**config.mk**
```make
export PLATFORM = sky130hd
export DESIGN_NAME = gpio_rmw_port
export DESIGN_NICKNAME = d
export VERILOG_FILES = /design/src/rtl/gpio_rmw_pkg.sv /design/src/rtl/gpio_sync.sv /design/src/rtl/gpio_regs.sv /design/src/rtl/gpio_bitop_seq.sv /design/src/rtl/gpio_rmw_port.sv
export SDC_FILE = /design/constraint.sdc
export NUM_CORES = 1
export LEC_CHECK = 0
export ABC_CLOCK_PERIOD_IN_PS = 2600
export CAP_MARGIN = 30
export CORE_MARGIN = 8
export CORE_UTILIZATION = 52
export CTS_BUF_LIST = sky130_fd_sc_hd__clkbuf_8
export DETAILED_ROUTE_END_ITERATION = 7
export PLACE_DENSITY = 0.8
export SYNTH_ARGS = -nofsm -noshare
export SYNTH_HDL_FRONTEND = slang
export SYNTH_SLANG_ARGS = --single-unit
```
**constraint.sdc**
```tcl
create_clock -name clk -period 2.6 [get_ports clk]
set_input_delay 0.26 -clock clk [delete_from_list [all_inputs] [get_ports clk]]
set_output_delay 0.26 -clock clk [all_outputs]
set_load 0.02 [all_outputs]
```
**src/rtl/gpio_rmw_pkg.sv**
```systemverilog
package gpio_rmw_pkg;

  typedef enum logic [1:0] {
    BOP_SET  = 2'b00,
    BOP_CLR  = 2'b01,
    BOP_INV  = 2'b10,
    BOP_KEEP = 2'b11
  } bitop_e;

  typedef enum logic [1:0] {
    PH_IDLE   = 2'd0,
    PH_READ   = 2'd1,
    PH_MODIFY = 2'd2,
    PH_WRITE  = 2'd3
  } phase_e;

endpackage

```
**src/rtl/gpio_sync.sv**
```systemverilog
module gpio_sync #(
  parameter int WIDTH  = 8,
  parameter int STAGES = 2
) (
  input  logic             clk,
  input  logic             rst,
  input  logic [WIDTH-1:0] din,
  output logic [WIDTH-1:0] dout
);

  logic [WIDTH-1:0] chain [STAGES];

  for (genvar s = 0; s < STAGES; s++) begin : g_stage
    if (s == 0) begin : g_first
      always_ff @(posedge clk) begin
        if (rst) chain[0] <= '0;
        else     chain[0] <= din;
      end
    end else begin : g_next
      always_ff @(posedge clk) begin
        if (rst) chain[s] <= '0;
        else     chain[s] <= chain[s-1];
      end
    end
  end

  assign dout = chain[STAGES-1];

endmodule

```
**src/rtl/gpio_regs.sv**
```systemverilog
module gpio_regs #(
  parameter int WIDTH  = 8,
  parameter int ADDR_W = 2
) (
  input  logic              clk,
  input  logic              rst,
  input  logic [ADDR_W-1:0] bus_addr,
  input  logic              bus_wr,
  input  logic              bus_rd,
  input  logic [WIDTH-1:0]  bus_wdata,
  output logic [WIDTH-1:0]  bus_rdata,
  input  logic [WIDTH-1:0]  pin_sync,
  input  logic              seq_wr,
  input  logic [WIDTH-1:0]  seq_wdata,
  output logic [WIDTH-1:0]  dir_q,
  output logic [WIDTH-1:0]  data_q,
  output logic [WIDTH-1:0]  port_view
);

  localparam logic [ADDR_W-1:0] ADDR_DATA = ADDR_W'(0);
  localparam logic [ADDR_W-1:0] ADDR_DIR  = ADDR_W'(1);

  logic wr_data_sel;
  logic wr_dir_sel;

  assign wr_data_sel = bus_wr && (bus_addr == ADDR_DATA);
  assign wr_dir_sel  = bus_wr && (bus_addr == ADDR_DIR);

  // Per-bit port view: pin level for inputs, latch for outputs
  for (genvar b = 0; b < WIDTH; b++) begin : g_view
    assign port_view[b] = dir_q[b] ? data_q[b] : pin_sync[b];
  end

  always_ff @(posedge clk) begin
    if (rst)             dir_q <= '0;
    else if (wr_dir_sel) dir_q <= bus_wdata;
  end

  // Sequencer write has priority over a same-cycle bus write
  always_ff @(posedge clk) begin
    if (rst)              data_q <= '0;
    else if (seq_wr)      data_q <= seq_wdata;
    else if (wr_data_sel) data_q <= bus_wdata;
  end

  always_ff @(posedge clk) begin
    if (rst) begin
      bus_rdata <= '0;
    end else if (bus_rd) begin
      case (bus_addr)
        ADDR_DATA: bus_rdata <= port_view;
        ADDR_DIR:  bus_rdata <= dir_q;
        default:   bus_rdata <= '0;
      endcase
    end
  end

  AST_DIR_LOAD: assert property (@(posedge clk) disable iff (rst)
    wr_dir_sel |=> dir_q == $past(bus_wdata));

  AST_DIR_HOLD: assert property (@(posedge clk) disable iff (rst)
    !wr_dir_sel |=> $stable(dir_q));

  AST_BUS_DATA_LOAD: assert property (@(posedge clk) disable iff (rst)
    (wr_data_sel && !seq_wr) |=> data_q == $past(bus_wdata));

  AST_SEQ_PRIORITY: assert property (@(posedge clk) disable iff (rst)
    seq_wr |=> data_q == $past(seq_wdata));

  AST_RSVD_READ: assert property (@(posedge clk) disable iff (rst)
    (bus_rd && bus_addr != ADDR_DATA && bus_addr != ADDR_DIR) |=> bus_rdata == '0);

endmodule

```
**src/rtl/gpio_bitop_seq.sv**
```systemverilog
module gpio_bitop_seq
  import gpio_rmw_pkg::*;
#(
  parameter int WIDTH = 8,
  localparam int IDX_W = $clog2(WIDTH)
) (
  input  logic             clk,
  input  logic             rst,
  input  logic             start,
  input  logic [1:0]       kind,
  input  logic [IDX_W-1:0] bit_idx,
  input  logic [WIDTH-1:0] port_view,
  output logic             busy,
  output logic             done,
  output logic             wr_en,
  output logic [WIDTH-1:0] wr_data
);

  phase_e           phase_q;
  bitop_e           kind_q;
  logic [IDX_W-1:0] idx_q;
  logic [WIDTH-1:0] work_q;
  logic [WIDTH-1:0] mask;
  logic [WIDTH-1:0] modified;

  assign mask = {{(WIDTH-1){1'b0}}, 1'b1} << idx_q;

  always_comb begin
    case (kind_q)
      BOP_SET: modified = work_q | mask;
      BOP_CLR: modified = work_q & ~mask;
      BOP_INV: modified = work_q ^ mask;
      default: modified = work_q;
    endcase
  end

  always_ff @(posedge clk) begin
    if (rst) begin
      phase_q <= PH_IDLE;
      kind_q  <= BOP_KEEP;
      idx_q   <= '0;
      work_q  <= '0;
      done    <= 1'b0;
    end else begin
      done <= 1'b0;
      case (phase_q)
        PH_IDLE: if (start) begin
          kind_q  <= bitop_e'(kind);
          idx_q   <= bit_idx;
          phase_q <= PH_READ;
        end
        PH_READ: begin
          work_q  <= port_view;
          phase_q <= PH_MODIFY;
        end
        PH_MODIFY: begin
          work_q  <= modified;
          phase_q <= PH_WRITE;
        end
        default: begin
          phase_q <= PH_IDLE;
          done    <= 1'b1;
        end
      endcase
    end
  end

  assign busy    = (phase_q != PH_IDLE);
  assign wr_en   = (phase_q == PH_WRITE);
  assign wr_data = work_q;

  AST_DONE_ONE_CYCLE: assert property (@(posedge clk) disable iff (rst)
    done |=> !done);

  AST_DONE_AFTER_WRITE: assert property (@(posedge clk) disable iff (rst)
    done |-> !busy);

  AST_START_IGNORED: assert property (@(posedge clk) disable iff (rst)
    (phase_q == PH_READ && start) |=> phase_q == PH_MODIFY);

  AST_ACCEPT: assert property (@(posedge clk) disable iff (rst)
    (!busy && start) |=> busy);

endmodule

```
**src/rtl/gpio_rmw_port.sv**
```systemverilog
module gpio_rmw_port #(
  parameter int WIDTH       = 8,
  parameter int ADDR_W      = 2,
  parameter int SYNC_STAGES = 2,
  localparam int IDX_W = $clog2(WIDTH)
) (
  input  logic              clk,
  input  logic              rst,
  input  logic [ADDR_W-1:0] bus_addr,
  input  logic              bus_wr,
  input  logic              bus_rd,
  input  logic [WIDTH-1:0]  bus_wdata,
  output logic [WIDTH-1:0]  bus_rdata,
  input  logic              op_start,
  input  logic [1:0]        op_kind,
  input  logic [IDX_W-1:0]  op_bit,
  output logic              op_busy,
  output logic              op_done,
  input  logic [WIDTH-1:0]  pin_in,
  output logic [WIDTH-1:0]  pin_out,
  output logic [WIDTH-1:0]  pin_oe
);

  logic [WIDTH-1:0] pin_sync;
  logic [WIDTH-1:0] port_view;
  logic [WIDTH-1:0] seq_wdata;
  logic             seq_wr;
  logic [WIDTH-1:0] dir_q;
  logic [WIDTH-1:0] data_q;

  gpio_sync #(.WIDTH(WIDTH), .STAGES(SYNC_STAGES)) sync_i (
    .clk  (clk),
    .rst  (rst),
    .din  (pin_in),
    .dout (pin_sync)
  );

  gpio_regs #(.WIDTH(WIDTH), .ADDR_W(ADDR_W)) regs_i (
    .clk       (clk),
    .rst       (rst),
    .bus_addr  (bus_addr),
    .bus_wr    (bus_wr),
    .bus_rd    (bus_rd),
    .bus_wdata (bus_wdata),
    .bus_rdata (bus_rdata),
    .pin_sync  (pin_sync),
    .seq_wr    (seq_wr),
    .seq_wdata (seq_wdata),
    .dir_q     (dir_q),
    .data_q    (data_q),
    .port_view (port_view)
  );

  gpio_bitop_seq #(.WIDTH(WIDTH)) seq_i (
    .clk       (clk),
    .rst       (rst),
    .start     (op_start),
    .kind      (op_kind),
    .bit_idx   (op_bit),
    .port_view (port_view),
    .busy      (op_busy),
    .done      (op_done),
    .wr_en     (seq_wr),
    .wr_data   (seq_wdata)
  );

  assign pin_out = data_q;
  assign pin_oe  = dir_q;

  AST_DONE_LATCH: assert property (@(posedge clk) disable iff (rst)
    op_done |-> pin_out == $past(seq_wdata));

endmodule

```
==> Yosys cells after proc, flatten, opt, wreduce, memory -nomap -nowiden <==
Memories as Yosys holds them, arrays and structs flattened.
Index checks and enable logic that the tools add are counted.
{ "word_totals": {"register_bits": 40, "mem_bits_rw": 16, "input_bits": 28, "output_inout_bits": 26, "wordCells": 56, "memories": 1} }
{ "classes": {"eq_ne": 8, "shift": 1, "muxes": 21, "n_bitwise": 6, "n_reduce_logical": 11} }
{ "mem_list": {"columns": ["memory", "words", "word_bits", "rd", "rd_clocked_by_memory_dff", "wr", "line", "source"], "rows": [
  ["sync_i.chain", 2, 8, 2, 0, 2, "gpio_sync.sv:11", "logic [WIDTH-1:0] chain [STAGES];"]
]} }
{ "ops": {"columns": ["operator", "n"], "rows": [
  ["$mux W8", 4],
  ["$pmux W8 S2", 2],
  ["$pmux W8 S3", 1],
  ["$mux W1", 12],
  ["$and A8 B8 Y8", 1],
  ["$not A8 Y8", 1],
  ["$or A8 B8 Y8", 1],
  ["$shl A1 B3 Y8 const A", 1],
  ["$xor A8 B8 Y8", 1],
  ["$eq A2 B1 Y1 const B", 3],
  ["$eq A2 B2 Y1 const B", 3],
  ["$logic_not A2 Y1", 3],
  ["$pmux W2 S3", 1],
  ["$reduce_bool A2 Y1", 3],
  ["$ne A4 B4 Y1 const B", 1],
  ["$reduce_and A2 Y1", 2],
  ["$reduce_or A3 Y1", 1],
  ["$logic_and A1 B1 Y1", 2],
  ["$mux W2", 1],
  ["$ne A2 B2 Y1 const B", 1],
  ["$or A1 B1 Y1", 2]
]} }

==> Longest topological paths before layout <==
Gate-level depths: netlist of run 1.
{ "depth": {"ltp_word": 5, "mapped_depth": 8, "depth_no_buf": 6} }

==> By module <==
Synthesis of run 1 repeated with hierarchy kept, for this count alone.
{ "unflattened": {"cells_unflattened": 319, "hier_area_um2": 2981.6} }
{ "modules_own_cells": {"columns": ["module", "instances", "cells_per_inst", "area_per_inst_um2", "seq_area_each_um2"], "rows": [
  ["gpio_bitop_seq", 1, 144, 1263.7, 320.3],
  ["gpio_regs", 1, 142, 1253.7, 480.5],
  ["gpio_sync", 1, 33, 464.2, 320.3]
]} }

==> Least setup slack after synthesis of run 1 <==
OpenSTA, ideal clock, no wires.
{ "synth_timing": {"path_kind": "flip-flop to flip-flop", "start": "reg seq_i.kind_q[0]", "end": "reg seq_i.work_q[6], in the netlist seq_i.wr_data[6]", "setup_ps": 88, "t_arrival_ps": 1853, "t_required_ps": 2512, "path_slack_ps": 658, "path_stages_with_launch": 9, "n_path_buf": 3, "period_less_slack_ps": 1942, "path_cell_list": "dfxtp_1 > inv_1 > ha_1 > buf_6 > or4b_4 > buf_6 > and2_4 > buf_6 > a311oi_2"} }
{ "synth_between": {"elab_chain_cells": 3, "word_cells_on_any_way": 7, "classes_between": "eq/ne: 3; mux: 2; reduce/logical: 2"} }
{ "synth_rtl": {"columns": ["item", "line", "source"], "rows": [
  ["start: declaration", "gpio_bitop_seq.sv:20", "bitop_e kind_q;"],
  ["start signal: assignment", "gpio_bitop_seq.sv:48", "kind_q <= bitop_e'(kind);"],
  ["$eq A2 B2 Y1 (tied with other cells)", "gpio_bitop_seq.sv:29", "case (kind_q)"],
  ["$pmux W8 S3 or $ne A4 B4 Y1 (tied branches)", null, null],
  ["$pmux W8 S2 or $reduce_and A2 Y1 (tied branches)", null, null],
  ["end signal: assignment", "gpio_bitop_seq.sv:53", "work_q <= port_view;"],
  ["end signal: assignment", "gpio_bitop_seq.sv:57", "work_q <= modified;"],
  ["end: declaration", "gpio_bitop_seq.sv:22", "logic [WIDTH-1:0] work_q;"]
]} }
Parallel ways exist; a longest one is shown, timed or not.
A chain may end at the register's enable or synchronous reset.

==> Worst setup path after layout of run 1 <==
{ "layout_timing": {"start": "reg seq_i.phase_q[0]", "end": "out op_busy"} }
{ "layout_between": {"elab_chain_cells": 1} }
{ "layout_rtl": {"columns": ["item", "line", "source"], "rows": [
  ["start: declaration", "gpio_bitop_seq.sv:19", "phase_e phase_q;"],
  ["start signal: assignment", "gpio_bitop_seq.sv:39", "phase_q <= PH_IDLE;"],
  ["start signal: assignment", "gpio_bitop_seq.sv:50", "phase_q <= PH_READ;"],
  ["start signal: assignment", "gpio_bitop_seq.sv:54", "phase_q <= PH_MODIFY;"],
  ["$reduce_bool A2 Y1", "gpio_bitop_seq.sv:68", "assign busy = (phase_q != PH_IDLE);"],
  ["end: declaration", "gpio_rmw_port.sv:17", "output logic op_busy,"]
]} }
No other way between the ends.

==> impl_metrics.csv, run 1 <==
group,metric,value,unit
final_layout,n_antenna_cell,0,
place,routabilityCongestion,0.7870,
routing,wl,6496,um
final_layout,fin_area,3562,sq um
critical_path,crit_chain,"inv_1, ha_1, inv_1, clkdlybuf4s50_1",
timing,timing.fmax,498.6,MHz
die,die_h,90.68,um
critical_path,required,2.34,ns
timing,period_share,77.13,%
critical_path,r2r_slack,0.64,ns
die,die-area,8223,sq um
synthesis,synth_nets,355,
critical_path,crit_path_frequent_cell,"inv_1",
timing,finalSetupViolCount,0,
pwr,swShare,31.22,%
clock_network,clk_pin_slew_worst_paths,0.10,ns
synthesis,yosysTopAreaCellShare,38.65,%
timing,finalSetupTns,0,ns
timing,slew_violations,0,
critical_path,critPathTopFamily,"buffers and inverters",
critical_path,rr_worst_depth,5,
synthesis,ys_seq_elements,56,
routing,vias,2309,
die,io_pins,54,
critical_path,cp.buffers_inverters,3,
min_path,hp-start,"rst",
pwr,leakagePower,0.001360,uW
final_layout,layoutNonFillerInstCount,421,
routing,antenna_left,0,
routing,wl_per_cell,15.43,um
critical_path,cpPeakStageDelay,0.60,ns
synthesis,synth.top_cells.by_area,"dfxtp_1 39%, ha_1 9.9%, mux2i_1 8.6%, nor2b_1 5.4%, a311oi_2 4.1%",
critical_path,r2r-start,"seq_i.kind_q[0]",
grt,grt_pass1_vias,2261,
synthesis,synth_top_cell_by_area,"dfxtp_1",
min_path,hold_depth,2,
pwr,switchingPower,689.1,uW
final_layout,drive_above_1_share,12.61,%
clock_network,htree_levels,2,
clock_network,holdBufCountCts,0,
timing,hold_viol,0,
grt,overflow,0,
die,initial_core_util,53.32,%
synthesis,synth-main-ff-cell,"dfxtp_1",
clock_network,clockBufferDepth,2,
die,fp.dieW,90.68,um
place,placed_area,3451,sq um
clock_network,cts-root-buf,"clkbuf_8",
final_layout,nFillCells,447,
timing,tightest_slew,0.7548,ns
clock_network,cts_tree,"yes",
critical_path,crit_slowest_cell,"clkdlybuf4s50_1",
final_layout,syn2layout_area_growth,22.82,%
critical_path,worstReg2RegEnd,"seq_i.wr_data[6]",
critical_path,critPathCaptureType,"primary output",
clock_network,postCtsResizedCells,0,
routing,first_pass_iters,4,
final_layout,mostFrequentLayoutCell,"dfxtp_1",
final_layout,final_cell_mix,"56 x dfxtp_1, 52 x clkdlybuf4s50_1, 25 x nor2b_1, 25 x mux2i_1, 23 x ha_1",
place,place_ws,0.6784,ns
synthesis,async_reset_ff_share,0,%
run,drv_cap,0,
grt,grt_antenna_before_repair,0,
pwr,p_comb_share,27.5,%
die,core_area,5439,sq um
timing,fin_ws,0.5946,ns
synthesis,ys_types,31,
synthesis,syn_area,2900,sq um
timing,slew_headroom,49.68,%
place,port_buffers,53,
synthesis,synthCells,304,
pwr,p_int,1518,uW
min_path,holdPathEnd,"regs_i.dir_q[5]",
timing,finClkSkew,0.002728,ns
timing,rsz0062_at_grt,"no",
grt,grt_max_degree,41,
place,dp_hpwl,4852,um
min_path,hold_class,"in2reg",
routing,via_per_inst,5.485,
synthesis,synth_edf_count,0,
routing,drcViolationCount,0,
critical_path,critical_path_class,"reg2out",
synthesis,syn_area_per_cell,9.540,sq um
final_layout,final_nets,399,
critical_path,crit_fanout,9,
synthesis,synth_warnings,0,
routing,first_iter_violations,129,
place,dpl.cell_count,413,
clock_network,cts_sinks,56,
pwr,powerDensity,619.6,nW/um^2
critical_path,arrival,1.75,ns
pwr,power_frac_seq,46.3,%
run_status,status,"complete, no violations",
die,rows,27,
pwr,peakVddDrop,366.0,uV
timing,period_minus_slack,2.005,ns
grt,grt_pass1_wl,10850,um
grt,grt_usage,15.82,%
pwr,clkPwrFrac,26.2,%
critical_path,startpoint_type,"flip-flop",
clock_network,post_cts_buffers,0,
clock_network,clk_latency,0.31,ns
synthesis,synth_sequential_area_ratio,38.65,%
clock_network,cts_buffers,5,
final_layout,multi_input_area,1624,sq um
final_layout,ff_latch_area,1121,sq um
registers in the layout, summed over array words and instances (netlist names):
signal and count:
sync_i.chain 16, regs_i.bus_rdata 8, regs_i.dir_q 8, seq_i.idx_q 3, seq_i.phase_q 2, seq_i.kind_q 2
regs_i.data_q 8, seq_i.wr_data 8, seq_i.done 1
area by class of cell:
type	instances	area share, %
multi-input combinational	213	45.59
inverter	14	1.475
tap	72	2.529
sequential	56	31.47
timing repair buffer	58	15.81
clock inverter	3	1.194
clock buffer	5	1.932
cell families after synthesis:
| logic type | after synthesis | share of synthesized area, % |
|---|---|---|
| compound gates | 63 | 16.74 |
| fa+ha+maj | 23 | 9.922 |
| buf+inv | 35 | 5.349 |
| flops | 56 | 38.65 |
| mux | 25 | 8.628 |
| simple gates | 102 | 20.71 |
synth_stat cells (2+ instances only):
| cell | instances |
|---|---|
| buf_6 | 3 |
| mux2i_1 | 25 |
| or3b_2 | 2 |
| nor2_1 | 11 |
| nand2b_1 | 10 |
| o21ai_0 | 16 |
| a22o_2 | 8 |
| a311oi_2 | 8 |
| dfxtp_1 | 56 |
| nand3_1 | 4 |
| a211o_1 | 2 |
| nand3b_1 | 4 |
| a21oi_1 | 12 |
| a211oi_1 | 8 |
| o211ai_1 | 8 |
| clkbuf_1 | 14 |
| nand2_1 | 13 |
| buf_1 | 3 |
| or2_2 | 10 |
| and3_1 | 2 |
| ha_1 | 23 |
| nor2b_1 | 25 |
| nor3b_1 | 9 |
| nor3_1 | 8 |
| inv_1 | 14 |
power by group through the flow:
stage	clock network, uW	registers, uW	logic, uW
after floorplan	0	1030	438
after global placement	0	1040	583
after detailed placement	0	1040	603
after CTS	592	1020	611
after global routing	615	1030	681
final	579	1020	606
worst register-to-register path, stage by stage (launching register included):
cell      delay, ns
dfxtp_1        0.37
inv_1          0.07
ha_1           0.32
or4b_4         0.65
and2_4         0.24
a311oi_2       0.23
through the flow:
stage	total power [uW]	utilization (%)	hold slack, ns
floorplan	1465	-	0.3882
global placement	1622	63.45	0.4200
detailed placement	1643	63.45	0.4277
CTS	2224	65.49	0.2663
global route	2329	65.49	0.2883
finish	2207	65.49	0.2707
how the worst max path moves through the flow:
| stage | endpoint | cells past startpoint | start |
|---|---|---|---|
| detailed placement | seq_i.wr_data[6] | 5 | seq_i.kind_q[0] |
| CTS | op_busy | 4 | seq_i.phase_q[1] |
| global placement | seq_i.wr_data[6] | 5 | seq_i.kind_q[0] |
| global route | op_busy | 4 | seq_i.phase_q[0] |
| floorplan | seq_i.wr_data[6] | 8 | seq_i.kind_q[0] |
| finish | op_busy | 4 | seq_i.phase_q[0] |
layer usage:
layer  up-vias  GRT usage, %  share of wire (%)
met1      1085         19.06                 46
met5         -             0                  0
met2        62         26.19                 48
met4         0         6.380                1.2
met3         9         3.824                5.2
li1       1153             -                  -
(Power assumes the default switching activity.)
==> run 2, diff against run 1 <==
--- a/config.mk
+++ b/config.mk
@@ -5,13 +5,13 @@
 export SDC_FILE = /design/constraint.sdc
 export NUM_CORES = 1
 export LEC_CHECK = 0
-export ABC_CLOCK_PERIOD_IN_PS = 2600
+export ABC_CLOCK_PERIOD_IN_PS = 1800
 export CAP_MARGIN = 30
 export CORE_MARGIN = 8
-export CORE_UTILIZATION = 52
+export CORE_UTILIZATION = 49
 export CTS_BUF_LIST = sky130_fd_sc_hd__clkbuf_8
 export DETAILED_ROUTE_END_ITERATION = 7
-export PLACE_DENSITY = 0.8
+export PLACE_DENSITY = 0.79
 export SYNTH_ARGS = -nofsm -noshare
 export SYNTH_HDL_FRONTEND = slang
 export SYNTH_SLANG_ARGS = --single-unit
==> constraint.sdc (replaced) <==
create_clock -name clk -period 1.8 [get_ports clk]
set_input_delay 0.18 -clock clk [delete_from_list [all_inputs] [get_ports clk]]
set_output_delay 0.18 -clock clk [all_outputs]
set_load 0.02 [all_outputs]
==> impl_metrics.csv, run 2 (synthesized netlist as in run 1, its figures left out) <==
group,metric,value,unit
run_status,status,"complete, no violations",
final_layout,multi_input_area,1639,sq um
place,port_buffers,53,
timing,tightest_slew,0.4160,ns
final_layout,largest_register_ffs,16,
critical_path,critPathCaptureType,"flip-flop",
routing,wl,6738,um
timing,rsz0062_at_grt,"no",
routing,met3_length,279,um
final_layout,top_register,"sync_i.chain",
place,routabilityCongestion,0.8057,
clock_network,clockBufferDepth,2,
final_layout,nFillCells,530,
timing,period_share,95.78,%
grt,grt_max_degree,24,
critical_path,crit_chain,"or3b_4, ha_1, a22o_2, o211ai_1, a311oi_2",
pwr,peakVddDrop,559.0,uV
clock_network,htree_levels,2,
die,die_h,92.94,um
place,placed_area,3562,sq um
clock_network,post_cts_buffers,0,
timing,period_minus_slack,1.724,ns
critical_path,crit_fanout,5,
routing,first_iter_violations,117,
pwr,powerDensity,846.2,nW/um^2
critical_path,cpPeakStageDelay,0.39,ns
timing,slew_violations,0,
critical_path,crit_start,"seq_i.idx_q[1]",
place,dp_hpwl,5124,um
grt,grt_antenna_before_repair,0,
die,initial_core_util,49.87,%
grt,grt_pass1_wl,11280,um
grt,overflow,0,
critical_path,crit_slowest_cell,"or3b_4",
timing,hold_viol,0,
critical_path,required,1.99,ns
clock_network,holdBufCountCts,0,
routing,first_pass_iters,5,
die,core_area,5816,sq um
routing,vias,2333,
die,die-area,8637,sq um
critical_path,r2r_slack,0.08,ns
pwr,total_power,3097,uW
die,rows,28,
routing,wl_per_cell,15.42,um
timing,finalSetupViolCount,0,
run,drv_cap,0,
final_layout,final_cell_mix,"52 x dfxtp_1, 51 x clkdlybuf4s50_1, 25 x nor2b_1, 25 x mux2i_1, 21 x ha_1",
clock_network,clk_pin_slew_worst_paths,0.10,ns
clock_network,cts-root-buf,"clkbuf_8",
final_layout,fin_util,62.93,%
routing,wl_met2,3303,um
final_layout,drive_above_1_share,18.23,%
critical_path,startpoint_type,"flip-flop",
die,fp.dieW,92.94,um
timing,whs,0.2362,ns
critical_path,critical_path_class,"reg2reg",
min_path,hp-start,"rst",
routing,antenna_left,0,
clock_network,clk_latency,0.31,ns
final_layout,fin_area,3660,sq um
critical_path,r2r-start,"seq_i.idx_q[1]",
routing,highest_layer,"met4",
routing,drcViolationCount,0,
final_layout,final_nets,412,
clock_network,cts_tree,"yes",
routing,m1WireLength,3098,um
min_path,hold_class,"in2reg",
clock_network,cts_buffers,5,
critical_path,arrival,1.92,ns
grt,grt_usage,16.15,%
timing,slew_headroom,72.27,%
routing,via_per_inst,5.339,
final_layout,ff_latch_area,1126,sq um
die,io_pins,54,
timing,timing.fmax,580.1,MHz
final_layout,syn2layout_area_growth,26.19,%
final_layout,mostFrequentLayoutCell,"dfxtp_1",
final_layout,n_antenna_cell,0,
timing,finClkSkew,0.004196,ns
pwr,leakagePower,0.001410,uW
grt,grt_pass1_vias,2371,
clock_network,cts_sinks,56,
==> run 2: metal layers <==
| metal | global-route usage (%) | vias up |
|---|---|---|
| li1 | - | 1173 |
| met1 | 18.64 | 1101 |
| met2 | 28.34 | 54 |
| met3 | 4.045 | 5 |
| met4 | 5.235 | 0 |
| met5 | 0 | - |
==> run 2: worst max-delay path, delay by kind of cell, from the launching register on <==
| kind | cells | cell delay [ns] |
|---|---|---|
| AO/OA/AOI/OAI | 3 | 0.55 |
| AND/OR/NAND/NOR | 1 | 0.39 |
| flip-flops | 1 | 0.37 |
| adder cells (fa/ha/maj) | 1 | 0.30 |
==> run 2: what timing repair did <==
item	CTS	global route
setup endpoints to repair	1	3
pin swaps	0	1
gates resized for setup	1	4
==> run 2: cell type report <==
type	count	share of cell area [%]
Multi-Input combinational cell	213	44.79
Sequential cell	56	30.77
Timing Repair Buffer	71	18.02
Tap cell	75	2.564
Clock buffer	5	1.880
Inverter	14	1.436
Clock inverter	3	0.5470
==> run 2: power breakdown <==
group	internal [uW]	switching, uW
sequential	1350	116
combinational	458	477
clock	273	419
==> run 2: through the flow <==
stage	setup WS [ns]	cells	setup TNS [ns]
2_1_floorplan	-0.08010	304	-0.6408
6_report	0.07604	437	0
4_1_cts	0.01219	437	0
3_5_place_dp	0.03762	429	0
3_3_place_gp	0.07139	429	0
5_1_grt	0.01300	437	0
==> run 2: worst paths after layout <==
check                       endpoint  depth (start not counted)
setup / recovery    seq_i.wr_data[2]                          5
hold / removal      seq_i.phase_q[1]                          2
setup reg to reg    seq_i.wr_data[2]                          5
hold reg to reg   sync_i.chain[1][3]                          1
==> run 3, diff against run 2 <==
--- a/config.mk
+++ b/config.mk
@@ -11,6 +11,7 @@
 export CORE_UTILIZATION = 49
 export CTS_BUF_LIST = sky130_fd_sc_hd__clkbuf_8
 export DETAILED_ROUTE_END_ITERATION = 7
+export HOLD_SLACK_MARGIN = 0.06
 export PLACE_DENSITY = 0.79
 export SYNTH_ARGS = -nofsm -noshare
 export SYNTH_HDL_FRONTEND = slang
==> results of run 3 <==
No change in the layout: final DEF, timing and power equal those of run 2.
